`config.mk`:
```
export PLATFORM = sky130hd
export DESIGN_NAME = cct_chan
export DESIGN_NICKNAME = d
export VERILOG_FILES = /design/src/rtl/cct_pkg.sv /design/src/rtl/cct_sync_edge.sv /design/src/rtl/cct_slot.sv /design/src/rtl/cct_wave.sv /design/src/rtl/cct_chan.sv
export SDC_FILE = /design/constraint.sdc
export NUM_CORES = 1
export LEC_CHECK = 0
export BUFFER_PORTS_ARGS = -buffer_cell sky130_fd_sc_hd__buf_2
export CORE_ASPECT_RATIO = 1.25
export CORE_MARGIN = 5
export CORE_UTILIZATION = 30
export DETAILED_ROUTE_END_ITERATION = 16
export SYNTH_ARGS = -nofsm -noshare
export SYNTH_HDL_FRONTEND = slang
export SYNTH_SLANG_ARGS = --single-unit
```
`constraint.sdc`:
```
create_clock -name clk -period 3.6 [get_ports clk]
set_input_delay 0.72 -clock clk [delete_from_list [all_inputs] [get_ports clk]]
set_output_delay 0.72 -clock clk [all_outputs]
set_load 0.005 [all_outputs]
```
`src/rtl/cct_pkg.sv`:
```
package cct_pkg;

    localparam int BUS_W  = 16;
    localparam int ADDR_W = 3;
    localparam int NFLAG  = 6;

    // control word layout
    localparam int C_RUN   = 0;
    localparam int C_CAPM  = 1;   // + slot index
    localparam int C_INV   = 3;   // + output index
    localparam int C_TRIG  = 5;   // + 2 * slot index
    localparam int C_OMODE = 9;   // + 2 * output index
    localparam int CTRL_W  = 13;

    // flag / enable bit positions
    localparam int F_CMP = 0;     // + slot index
    localparam int F_CAP = 2;     // + slot index
    localparam int F_OVR = 4;     // + slot index

    typedef enum logic [ADDR_W-1:0] {
        RA_CTRL   = 3'd0,
        RA_COUNT  = 3'd1,
        RA_DATA_A = 3'd2,
        RA_DATA_B = 3'd3,
        RA_IEN    = 3'd4,
        RA_FLAGS  = 3'd5
    } reg_addr_e;

    typedef enum logic [1:0] {
        TRIG_NONE = 2'd0,
        TRIG_RISE = 2'd1,
        TRIG_FALL = 2'd2,
        TRIG_BOTH = 2'd3
    } trig_e;

    typedef enum logic [1:0] {
        WM_OFF    = 2'd0,
        WM_SETCLR = 2'd1,
        WM_TOG_A  = 2'd2,
        WM_TOG_B  = 2'd3
    } wave_mode_e;

endpackage

```
`src/rtl/cct_sync_edge.sv`:
```
module cct_sync_edge #(
    parameter int STAGES = 2
) (
    input  logic clk,
    input  logic rst_n,
    input  logic din,
    output logic rise,
    output logic fall
);
    // chain_q[STAGES-1] is the synchronized level, chain_q[STAGES] its previous value
    typedef struct packed {
        logic [STAGES:0] chain;
    } sync_st_t;

    sync_st_t st_q, st_d;

    always_comb begin
        st_d       = st_q;
        st_d.chain = {st_q.chain[STAGES-1:0], din};
    end

    always_ff @(posedge clk or negedge rst_n) begin
        if (!rst_n) st_q <= '0;
        else        st_q <= st_d;
    end

    assign rise =  st_q.chain[STAGES-1] & ~st_q.chain[STAGES];
    assign fall = ~st_q.chain[STAGES-1] &  st_q.chain[STAGES];

endmodule

```
`src/rtl/cct_slot.sv`:
```
module cct_slot import cct_pkg::*; #(
    parameter int CNT_W = 16
) (
    input  logic             clk,
    input  logic             rst_n,
    input  logic [CNT_W-1:0] cnt,
    input  logic             run,
    input  logic             cap_mode,
    input  trig_e            trig,
    input  logic             edge_r,
    input  logic             edge_f,
    input  logic             wr,
    input  logic [CNT_W-1:0] wdata,
    output logic [CNT_W-1:0] data,
    output logic             match,
    output logic             cap_ev
);
    typedef struct packed {
        logic [CNT_W-1:0] val;
    } slot_st_t;

    slot_st_t st_q, st_d;
    logic     trig_hit;

    always_comb begin
        case (trig)
            TRIG_RISE: trig_hit = edge_r;
            TRIG_FALL: trig_hit = edge_f;
            TRIG_BOTH: trig_hit = edge_r | edge_f;
            default:   trig_hit = 1'b0;
        endcase
    end

    assign cap_ev = cap_mode & trig_hit;
    assign match  = run & ~cap_mode & (cnt == st_q.val);

    always_comb begin
        st_d = st_q;
        if (wr)     st_d.val = wdata;
        if (cap_ev) st_d.val = cnt;      // capture beats the bus
    end

    always_ff @(posedge clk or negedge rst_n) begin
        if (!rst_n) st_q <= '0;
        else        st_q <= st_d;
    end

    assign data = st_q.val;

    // a capture stores the counter seen in that cycle, write or not
    p_cap_load_r10: assert property (@(posedge clk) disable iff (!rst_n)
        cap_ev |=> data == $past(cnt));

    // without capture or write the slot keeps its value
    p_data_hold_r3: assert property (@(posedge clk) disable iff (!rst_n)
        (!cap_ev && !wr) |=> $stable(data));

endmodule

```
`src/rtl/cct_wave.sv`:
```
module cct_wave import cct_pkg::*; (
    input  logic       clk,
    input  logic       rst_n,
    input  wave_mode_e mode,
    input  logic       invert,
    input  logic       hit_a,
    input  logic       hit_b,
    output logic       pin
);
    typedef struct packed {
        logic wave;
    } wave_st_t;

    wave_st_t st_q, st_d;

    always_comb begin
        st_d = st_q;
        case (mode)
            WM_OFF:    st_d.wave = 1'b0;
            WM_SETCLR: begin
                if (hit_b)      st_d.wave = 1'b0;   // clear wins
                else if (hit_a) st_d.wave = 1'b1;
            end
            WM_TOG_A:  if (hit_a) st_d.wave = ~st_q.wave;
            WM_TOG_B:  if (hit_b) st_d.wave = ~st_q.wave;
            default:   st_d.wave = 1'b0;
        endcase
    end

    always_ff @(posedge clk or negedge rst_n) begin
        if (!rst_n) st_q <= '0;
        else        st_q <= st_d;
    end

    assign pin = st_q.wave ^ invert;

    p_off_low_r4: assert property (@(posedge clk) disable iff (!rst_n)
        (mode == WM_OFF) |=> (pin == invert) || (mode != WM_OFF));

    p_toggle_a_r4: assert property (@(posedge clk) disable iff (!rst_n)
        (mode == WM_TOG_A && hit_a) |=> (st_q.wave != $past(st_q.wave)));

    p_clear_wins_r11: assert property (@(posedge clk) disable iff (!rst_n)
        (mode == WM_SETCLR && hit_b) |=> !st_q.wave);

endmodule

```
`src/rtl/cct_chan.sv`:
```
module cct_chan import cct_pkg::*; #(
    parameter int CNT_W       = 16,
    parameter int SYNC_STAGES = 2
) (
    input  logic              clk,
    input  logic              rst_n,
    input  logic              bus_wr,
    input  logic [ADDR_W-1:0] bus_addr,
    input  logic [BUS_W-1:0]  bus_wdata,
    output logic [BUS_W-1:0]  bus_rdata,
    input  logic              cap_a_in,
    input  logic              cap_b_in,
    output logic              tout_a,
    output logic              tout_b,
    output logic              irq
);
    localparam int NSLOT = 2;

    typedef struct packed {
        logic [CTRL_W-1:0] ctrl;
        logic [CNT_W-1:0]  cnt;
        logic [NFLAG-1:0]  ien;
        logic [NFLAG-1:0]  flg;
    } chan_st_t;

    chan_st_t          st_q, st_d;
    logic [NSLOT-1:0]  cap_in;
    logic [NSLOT-1:0]  edge_r, edge_f;
    logic [NSLOT-1:0]  match, cap_ev;
    logic [NSLOT-1:0]  pin;
    logic [CNT_W-1:0]  slot_data [NSLOT];
    logic [NFLAG-1:0]  clr, set;
    logic              run;
    logic              wr_ctrl, wr_cnt, wr_ien, wr_flg;

    assign cap_in  = {cap_b_in, cap_a_in};
    assign run     = st_q.ctrl[C_RUN];
    assign wr_ctrl = bus_wr && (bus_addr == RA_CTRL);
    assign wr_cnt  = bus_wr && (bus_addr == RA_COUNT);
    assign wr_ien  = bus_wr && (bus_addr == RA_IEN);
    assign wr_flg  = bus_wr && (bus_addr == RA_FLAGS);
    assign clr     = wr_flg ? bus_wdata[NFLAG-1:0] : '0;

    for (genvar g = 0; g < NSLOT; g++) begin : g_slot
        localparam logic [ADDR_W-1:0] SLOT_ADDR = ADDR_W'(RA_DATA_A) + ADDR_W'(g);

        cct_sync_edge #(.STAGES(SYNC_STAGES)) u_sync (
            .clk   (clk),
            .rst_n (rst_n),
            .din   (cap_in[g]),
            .rise  (edge_r[g]),
            .fall  (edge_f[g])
        );

        cct_slot #(.CNT_W(CNT_W)) u_slot (
            .clk      (clk),
            .rst_n    (rst_n),
            .cnt      (st_q.cnt),
            .run      (run),
            .cap_mode (st_q.ctrl[C_CAPM + g]),
            .trig     (trig_e'(st_q.ctrl[C_TRIG + 2*g +: 2])),
            .edge_r   (edge_r[g]),
            .edge_f   (edge_f[g]),
            .wr       (bus_wr && (bus_addr == SLOT_ADDR)),
            .wdata    (bus_wdata[CNT_W-1:0]),
            .data     (slot_data[g]),
            .match    (match[g]),
            .cap_ev   (cap_ev[g])
        );

        cct_wave u_wave (
            .clk    (clk),
            .rst_n  (rst_n),
            .mode   (wave_mode_e'(st_q.ctrl[C_OMODE + 2*g +: 2])),
            .invert (st_q.ctrl[C_INV + g]),
            .hit_a  (match[0]),
            .hit_b  (match[1]),
            .pin    (pin[g])
        );
    end

    // event sources for the flag word
    always_comb begin
        set = '0;
        for (int i = 0; i < NSLOT; i++) begin
            set[F_CMP + i] = match[i];
            set[F_CAP + i] = cap_ev[i];
            set[F_OVR + i] = cap_ev[i] & st_q.flg[F_CAP + i] & ~clr[F_CAP + i];
        end
    end

    always_comb begin
        st_d = st_q;
        if (wr_ctrl) st_d.ctrl = bus_wdata[CTRL_W-1:0];
        if (run)     st_d.cnt  = st_q.cnt + CNT_W'(1);
        if (wr_cnt)  st_d.cnt  = bus_wdata[CNT_W-1:0];
        if (wr_ien)  st_d.ien  = bus_wdata[NFLAG-1:0];
        st_d.flg = (st_q.flg & ~clr) | set;
    end

    always_ff @(posedge clk or negedge rst_n) begin
        if (!rst_n) st_q <= '0;
        else        st_q <= st_d;
    end

    always_comb begin
        case (bus_addr)
            RA_CTRL:   bus_rdata = BUS_W'(st_q.ctrl);
            RA_COUNT:  bus_rdata = BUS_W'(st_q.cnt);
            RA_DATA_A: bus_rdata = BUS_W'(slot_data[0]);
            RA_DATA_B: bus_rdata = BUS_W'(slot_data[1]);
            RA_IEN:    bus_rdata = BUS_W'(st_q.ien);
            RA_FLAGS:  bus_rdata = BUS_W'(st_q.flg);
            default:   bus_rdata = '0;
        endcase
    end

    assign tout_a = pin[0];
    assign tout_b = pin[1];
    assign irq    = |(st_q.flg & st_q.ien);

    p_cnt_step_r1: assert property (@(posedge clk) disable iff (!rst_n)
        (run && !wr_cnt) |=> st_q.cnt == $past(st_q.cnt) + CNT_W'(1));

    p_cnt_hold_r1: assert property (@(posedge clk) disable iff (!rst_n)
        (!run && !wr_cnt) |=> $stable(st_q.cnt));

    p_match_flag_r2: assert property (@(posedge clk) disable iff (!rst_n)
        match[0] |=> st_q.flg[F_CMP]);

    p_clear_r7: assert property (@(posedge clk) disable iff (!rst_n)
        (wr_flg && bus_wdata[F_CMP] && !match[0]) |=> !st_q.flg[F_CMP]);

    p_overwrite_r6: assert property (@(posedge clk) disable iff (!rst_n)
        (cap_ev[0] && st_q.flg[F_CAP] && !clr[F_CAP]) |=> st_q.flg[F_OVR]);

endmodule

```
==> metrics.json, run 1 <==
{
  "synthesis": {
    "synth.net_count": 531,
    "ys.flop_type": "dfrtp_1",
    "synth_edf_count": 0,
    "syn_area_per_cell_um2": 9.93,
    "synth.lib_cells_used.distinct": 51,
    "synth.most_common_cell": "dfrtp_1",
    "instance_count_of_the_mapped_netlist": 502,
    "yosys-top-cells-area": "dfrtp_1 (41%), mux2i_1 (8.4%), mux2_2 (5.9%), nand2_1 (5.3%), o21ai_0 (4.7%)",
    "synth_commonest_cells": "dfrtp_1 (81), nand2_1 (70), o21ai_0 (47)",
    "yosysWarnings": 0,
    "netlist_area_um2": 4990,
    "postSynthRegisterBits": 81,
    "synth-async-reset-ratio_pct": 100,
    "synth_sequential_area_ratio_pct": 40.6,
    "synth_top_area_share_pct": 40.6,
    "netlist.top_cell.by_area": "dfrtp_1"
  },
  "final_layout": {
    "antennaDiodeCount": 0,
    "final_nets": 548,
    "final_layout_size_suffix_gt1_share_pct": 21.4,
    "areaGrowthSynthToFinish_pct": 11.8,
    "stdcell_area_um2": 5570
  },
  "floorplanning": {
    "floorplan.initialDensity_pct": 30.7,
    "dieWidth_um": 125,
    "num_io_pins": 43,
    "floorplan.die.height_um": 154,
    "die_area_um2": 19300,
    "fp-row-count": 52,
    "floorplan.core_area_um2": 16300
  },
  "setup_path": {
    "timing.critical_path.fanout_max": 25,
    "setup.worst_path.end_class": "primary output",
    "crit_path_end": "bus_rdata[4]",
    "worst_r2r_path_depth": 6,
    "worst_r2r_endpoint": "g_slot[0].u_wave.st_q",
    "critical_path.max_stage_delay_ns": 0.59,
    "timing.critical_path.cells": "buf_2 > mux4_2 > a22o_1 > buf_2",
    "critPathKind": "in2out",
    "worst_path_max_delay_cell": "mux4_2",
    "reg2reg_from": "st_q[15]",
    "crit_start": "bus_addr[0]",
    "setup.worst_path.start_class": "input pin",
    "cp_common_cell": "buf_2",
    "cp_data_arrival_time_ns": 2.26,
    "reg2reg_setup_slack_ns": 1.44,
    "required_time_at_the_endpoint_of_the_critical_path_ns": 2.88
  },
  "timing": {
    "grt_setup_unrepaired": "false",
    "slew-limit-headroom_pct": 27.0,
    "timing.final.crit_share_pct": 82.8,
    "clock_skew_ns": 0.0106,
    "final_max_slew_viol_count": 0,
    "timing.final.ws_setup_ns": 0.618,
    "tightestPinTransition_ns": 1.10,
    "tns_ns": 0,
    "timing.final.crit_period_ns": 2.98,
    "fin_hold_ws_ns": 0.346,
    "final_count_of_hold_timing_violations": 0,
    "finalSetupViolations": 0,
    "max_freq_mhz": 335
  },
  "clock_network": {
    "cts_setup_buffers": 0,
    "max-clock-path-buffers": 2,
    "cts_inserted_buffers": 9,
    "clock_tree.htree_level_count": 3,
    "clock_tree.root_cell": "clkbuf_16",
    "post_cts_resize_count": 0,
    "clkLatencyLatePin_ns": 0.34,
    "tritoncts_clock_tree": "built",
    "cts_hold_buf": 0,
    "clkTransAtPathRegs_ns": 0.06,
    "clkSinkCount": 81
  },
  "global_route": {
    "first_global_vias": 3927,
    "grt.total_usage_pct": 14.5,
    "grt_max_degree": 82,
    "number_of_antenna_violations_at_the_first_check_in_global_routing": 0,
    "grt_pass1_wl_um": 22100,
    "overflow_left_after_global_routing": 0
  },
  "min_path": {
    "min-delay-path-class": "reg2reg"
  },
  "placement": {
    "postPlaceCellArea_um2": 5270,
    "pre_cts_ws_ns": 0.625,
    "place.port_buffers": 42,
    "place.detailed.hpwl_um": 9650,
    "gpl.final_weighted_congestion": 0.840
  },
  "routing": {
    "drt_first_pass_iters": 5,
    "detail_route.wirelength_um": 13600,
    "route.vias.total": 3768,
    "dr.first_iter.drc_count": 248,
    "routedWlPerCell_um": 18.4,
    "viasPerCell": 5.10,
    "route.antenna.remaining_nets": 0,
    "remaining_drc_errors": 0
  },
  "power": {
    "leakage_component_of_the_power_uw": 0.00236,
    "report.power.total_uw": 3870,
    "power.ir.vdd_worst_v": 0.000243,
    "power.density_cell_area_nw_per_um2": 694
  },
  "run": {
    "max-cap-violations": 0
  },
  "outcome": {
    "status": "finished, final reports clean"
  }
}
[worst max-delay path: cells and delay by family]
kind	cells	cell delay, ns
muxes	1	0.59
AOI/OAI and AO/OA	1	0.24
buffers and inverters	2	0.69
[worst min-delay path by stage]
stage                                   startpoint  slack (ns)                        to  cells after the start
after CTS                 g_slot[1].u_sync.st_q[0]        0.35  g_slot[1].u_sync.st_q[1]                      0
after global routing      g_slot[0].u_sync.st_q[0]        0.36  g_slot[0].u_sync.st_q[1]                      0
after detailed placement  g_slot[1].u_sync.st_q[0]        0.34  g_slot[1].u_sync.st_q[1]                      0
final                     g_slot[1].u_sync.st_q[0]        0.35  g_slot[1].u_sync.st_q[1]                      0
after global placement    g_slot[1].u_sync.st_q[0]        0.33  g_slot[1].u_sync.st_q[1]                      0
after floorplan           g_slot[0].u_sync.st_q[0]        0.33  g_slot[0].u_sync.st_q[1]                      0
[where the power goes]
part           switching (uW)  internal [uW]  leakage (uW)  total (uW)
clock                     376            601      0.000155         977
sequential                464           1220      0.000981        1690
combinational             591            614       0.00122        1210
[cell families after synthesis]
kind of cell,Yosys count,synth area share [%]
xor gates and xnor gates,49,8.76
adders and majority gates,5,1.25
and+or+nand+nor,157,15.9
DFF,81,40.6
muxes,76,18.0
buffers and inverters,53,6.10
AOI/OAI and AO/OA,81,9.41
[registers in the layout (all words and copies together), names as in the netlist]
signal              count
run                     1
g_slot.u_slot.data     32
st_q                   40
g_slot.u_wave.st_q      2
g_slot.u_sync.st_q      6
[metrics by stage]
| stage | instances | util (%) |
|---|---|---|
| 2_1_floorplan | 502 | - |
| 6_report | 739 | 34.3 |
| 3_3_place_gp | 724 | 32.4 |
| 5_1_grt | 739 | 34.3 |
| 3_5_place_dp | 724 | 32.4 |
| 4_1_cts | 739 | 34.3 |
[placed cells by master, fill, tap and decap left out, drive strengths merged, types with 8 or more instances in the layout]
cell	n
buf	50
nand2	70
dfrtp	81
xnor2	22
inv	9
nor2	23
clkbuf	9
mux2	26
nor3	9
nor2b	11
xor2	27
nand3	12
mux2i	42
o21ai	50
mux4	8
[per-layer routing]
layer | GRT usage, % | wire [um] | up-vias
met5 | 0 | 0 | -
met4 | 4.70 | 223 | 0
met3 | 2.60 | 592 | 19
met2 | 24.5 | 6900 | 87
met1 | 18.7 | 5900 | 1884
li1 | - | - | 1778
[area by class of cell]
type | instances | area [um2]
sequential | 81 | 2030
clock buffer | 9 | 225
multi-input combinational | 368 | 2660
tap | 216 | 270
clock inverter | 6 | 83.8
fill | 1668 | 10700
inverter | 9 | 33.8
timing repair buffer | 50 | 273
(Power assumes the default switching activity.)
==> inputs of run 2 (changes only) <==
ABC_AREA = 1   (was unset)
clock period = 3.05 ns   (was 3.6 ns; I/O delays follow)
==> metrics.json, run 2 <==
{
  "clock_network": {
    "clock_tree.htree_level_count": 3,
    "cts_setup_buffers": 0,
    "max-clock-path-buffers": 2,
    "clkLatencyLatePin_ns": 0.35,
    "clkTransAtPathRegs_ns": 0.07,
    "cts_hold_buf": 0,
    "clkSinkCount": 81,
    "cts_inserted_buffers": 9,
    "post_cts_resize_count": 0,
    "clock_tree.root_cell": "clkbuf_16",
    "tritoncts_clock_tree": "built"
  },
  "synthesis": {
    "netlist.top_cell.by_area": "dfrtp_1",
    "syn_area_per_cell_um2": 7.64,
    "synth_sequential_area_ratio_pct": 41.3,
    "postSynthRegisterBits": 81,
    "netlist_area_um2": 4900,
    "ys.flop_type": "dfrtp_1",
    "synth.net_count": 671,
    "synth.lib_cells_used.distinct": 37,
    "yosysWarnings": 0,
    "synth_edf_count": 0,
    "synth-async-reset-ratio_pct": 100,
    "synth_top_area_share_pct": 41.3,
    "instance_count_of_the_mapped_netlist": 642,
    "synth.most_common_cell": "nand2_1",
    "synth_commonest_cells": "nand2_1 (172), inv_1 (90), dfrtp_1 (81)",
    "yosys-top-cells-area": "dfrtp_1 (41%), nand2_1 (13%), o221ai_1 (8.6%), inv_1 (6.9%), nand3_1 (4.8%)"
  },
  "routing": {
    "dr.first_iter.drc_count": 461,
    "routedWlPerCell_um": 18.7,
    "drt_first_pass_iters": 5,
    "detail_route.wirelength_um": 16900,
    "route.vias.total": 4807,
    "remaining_drc_errors": 0,
    "route.antenna.remaining_nets": 0,
    "viasPerCell": 5.31
  },
  "floorplanning": {
    "die_area_um2": 19000,
    "num_io_pins": 43,
    "fp-row-count": 52,
    "floorplan.core_area_um2": 16100,
    "dieWidth_um": 124,
    "floorplan.initialDensity_pct": 30.4,
    "floorplan.die.height_um": 153
  },
  "final_layout": {
    "largest_register_ffs": 40,
    "areaGrowthSynthToFinish_pct": 16.1,
    "antennaDiodeCount": 0,
    "final_layout_size_suffix_gt1_share_pct": 14.1,
    "final_cell_mix": "nand2_1 (172), inv_1 (90), dfrtp_1 (81)",
    "final_nets": 713,
    "seqCellArea_um2": 2030,
    "layout.filler_cells": 1744,
    "layout.cells.most_common": "nand2_1",
    "multi_input_comb_area_um2": 2400,
    "largest_register_by_flop_count": "st_q",
    "layout.core_utilization_pct": 35.3
  },
  "placement": {
    "place.port_buffers": 42,
    "gpl.final_weighted_congestion": 0.862,
    "pre_cts_ws_ns": 0.476,
    "place.detailed.hpwl_um": 12300
  },
  "setup_path": {
    "setup.worst_path.end_class": "primary output",
    "timing.critical_path.cells": "buf_2 > inv_2 > nor2_1 > nand2_1 > inv_1 > a22oi_1 > nand2_1 > buf_2",
    "path_buf_inv": 4,
    "reg2reg_setup_slack_ns": 0.93,
    "required_time_at_the_endpoint_of_the_critical_path_ns": 2.44,
    "critical_path.max_stage_delay_ns": 0.51,
    "timing.critical_path.fanout_max": 11,
    "worst_path_dominant_cell_family": "simple AND/OR/NAND/NOR gates",
    "setup.worst_path.start_class": "input pin",
    "critPathKind": "in2out",
    "cp_data_arrival_time_ns": 2.08,
    "worst_path_max_delay_cell": "nand2_1"
  },
  "timing": {
    "tightestPinTransition_ns": 0.701,
    "max_freq_mhz": 372,
    "final_count_of_hold_timing_violations": 0,
    "tns_ns": 0,
    "finalSetupViolations": 0,
    "clock_skew_ns": 0.0106,
    "grt_setup_unrepaired": "false",
    "timing.final.crit_share_pct": 88.1,
    "fin_hold_ws_ns": 0.239,
    "final_max_slew_viol_count": 0,
    "timing.final.crit_period_ns": 2.69,
    "timing.final.ws_setup_ns": 0.362,
    "slew-limit-headroom_pct": 53.2
  },
  "power": {
    "power.ir.vdd_worst_v": 0.000433,
    "report.power.total_uw": 5060,
    "leakage_component_of_the_power_uw": 0.00274,
    "power.density_cell_area_nw_per_um2": 890
  },
  "global_route": {
    "grt.total_usage_pct": 18.0,
    "first_global_vias": 4657,
    "grt_pass1_wl_um": 26800,
    "overflow_left_after_global_routing": 0,
    "grt_max_degree": 44,
    "number_of_antenna_violations_at_the_first_check_in_global_routing": 0
  },
  "min_path": {
    "min-delay-path-class": "in2async"
  },
  "run": {
    "max-cap-violations": 0
  },
  "outcome": {
    "status": "finished, final reports clean"
  }
}
==> run 2: changes by cell type in the layout (fill, tap and decap cells not counted), moves of 26 or more <==
cell      delta
mux2i_1     -42
o221ai_1    +46
inv_1       +81
mux2_2      -26
nand3_1     +35
nand2_1    +102
==> run 2: final timing paths <==
| kind | from | end | cells after the start |
|---|---|---|---|
| max | bus_addr[0] | bus_rdata[1] | 8 |
| min reg2reg | g_slot[1].u_sync.st_q[0] | g_slot[1].u_sync.st_q[1] | 0 |
| max in group asynchronous | rst_n | g_slot[0].u_wave.st_q | 2 |
| min | rst_n | g_slot[0].u_slot.data[0] | 1 |
| min in group clk | g_slot[1].u_sync.st_q[0] | g_slot[1].u_sync.st_q[1] | 0 |
| max reg2reg | run | g_slot[1].u_wave.st_q | 9 |
==> run 2: power breakdown <==
group | leakage, uW | switching (uW) | internal (uW)
Clock | 0.000157 | 444 | 764
Combinational | 0.00159 | 1250 | 708
Sequential | 0.000998 | 431 | 1470
==> run 2: cell families (layout without fill, tap and decap cells) <==
kind of cell	after synthesis	after routing	synth area share (%)
XOR/XNOR	12	12	2.14
AO/OA/AOI/OAI	133	133	19.3
buffers and inverters	120	167	9.72
flip-flops	81	81	41.3
adder cells (fa/ha/maj)	5	5	1.28
AND/OR/NAND/NOR	291	291	26.2
==> run 2: final cells by class <==
type / count / share of cell area, %
clock inverters: 2 / 1.05
repair buffers: 52 / 5.27
flip-flops and latches: 81 / 35.6
clock buffers: 14 / 4.64
multi-input cells: 441 / 42.2
well taps: 216 / 4.75
inverters: 99 / 6.53
==> run 2: per-stage QoR <==
step / area (um2) / instances
5_1_grt: 5690 / 905
3_3_place_gp: 5370 / 889
6_report: 5690 / 905
3_5_place_dp: 5370 / 889
4_1_cts: 5690 / 905
2_1_floorplan: 4900 / 642
==> run 2: metal layers <==
layer | GRT usage, % | vias to the layer above | wire length [um]
met3 | 5.83 | 39 | 1500
met5 | 0 | - | 0
met2 | 27.9 | 243 | 7820
met4 | 7.42 | 0 | 507
met1 | 23.2 | 2268 | 7070
li1 | - | 2257 | -
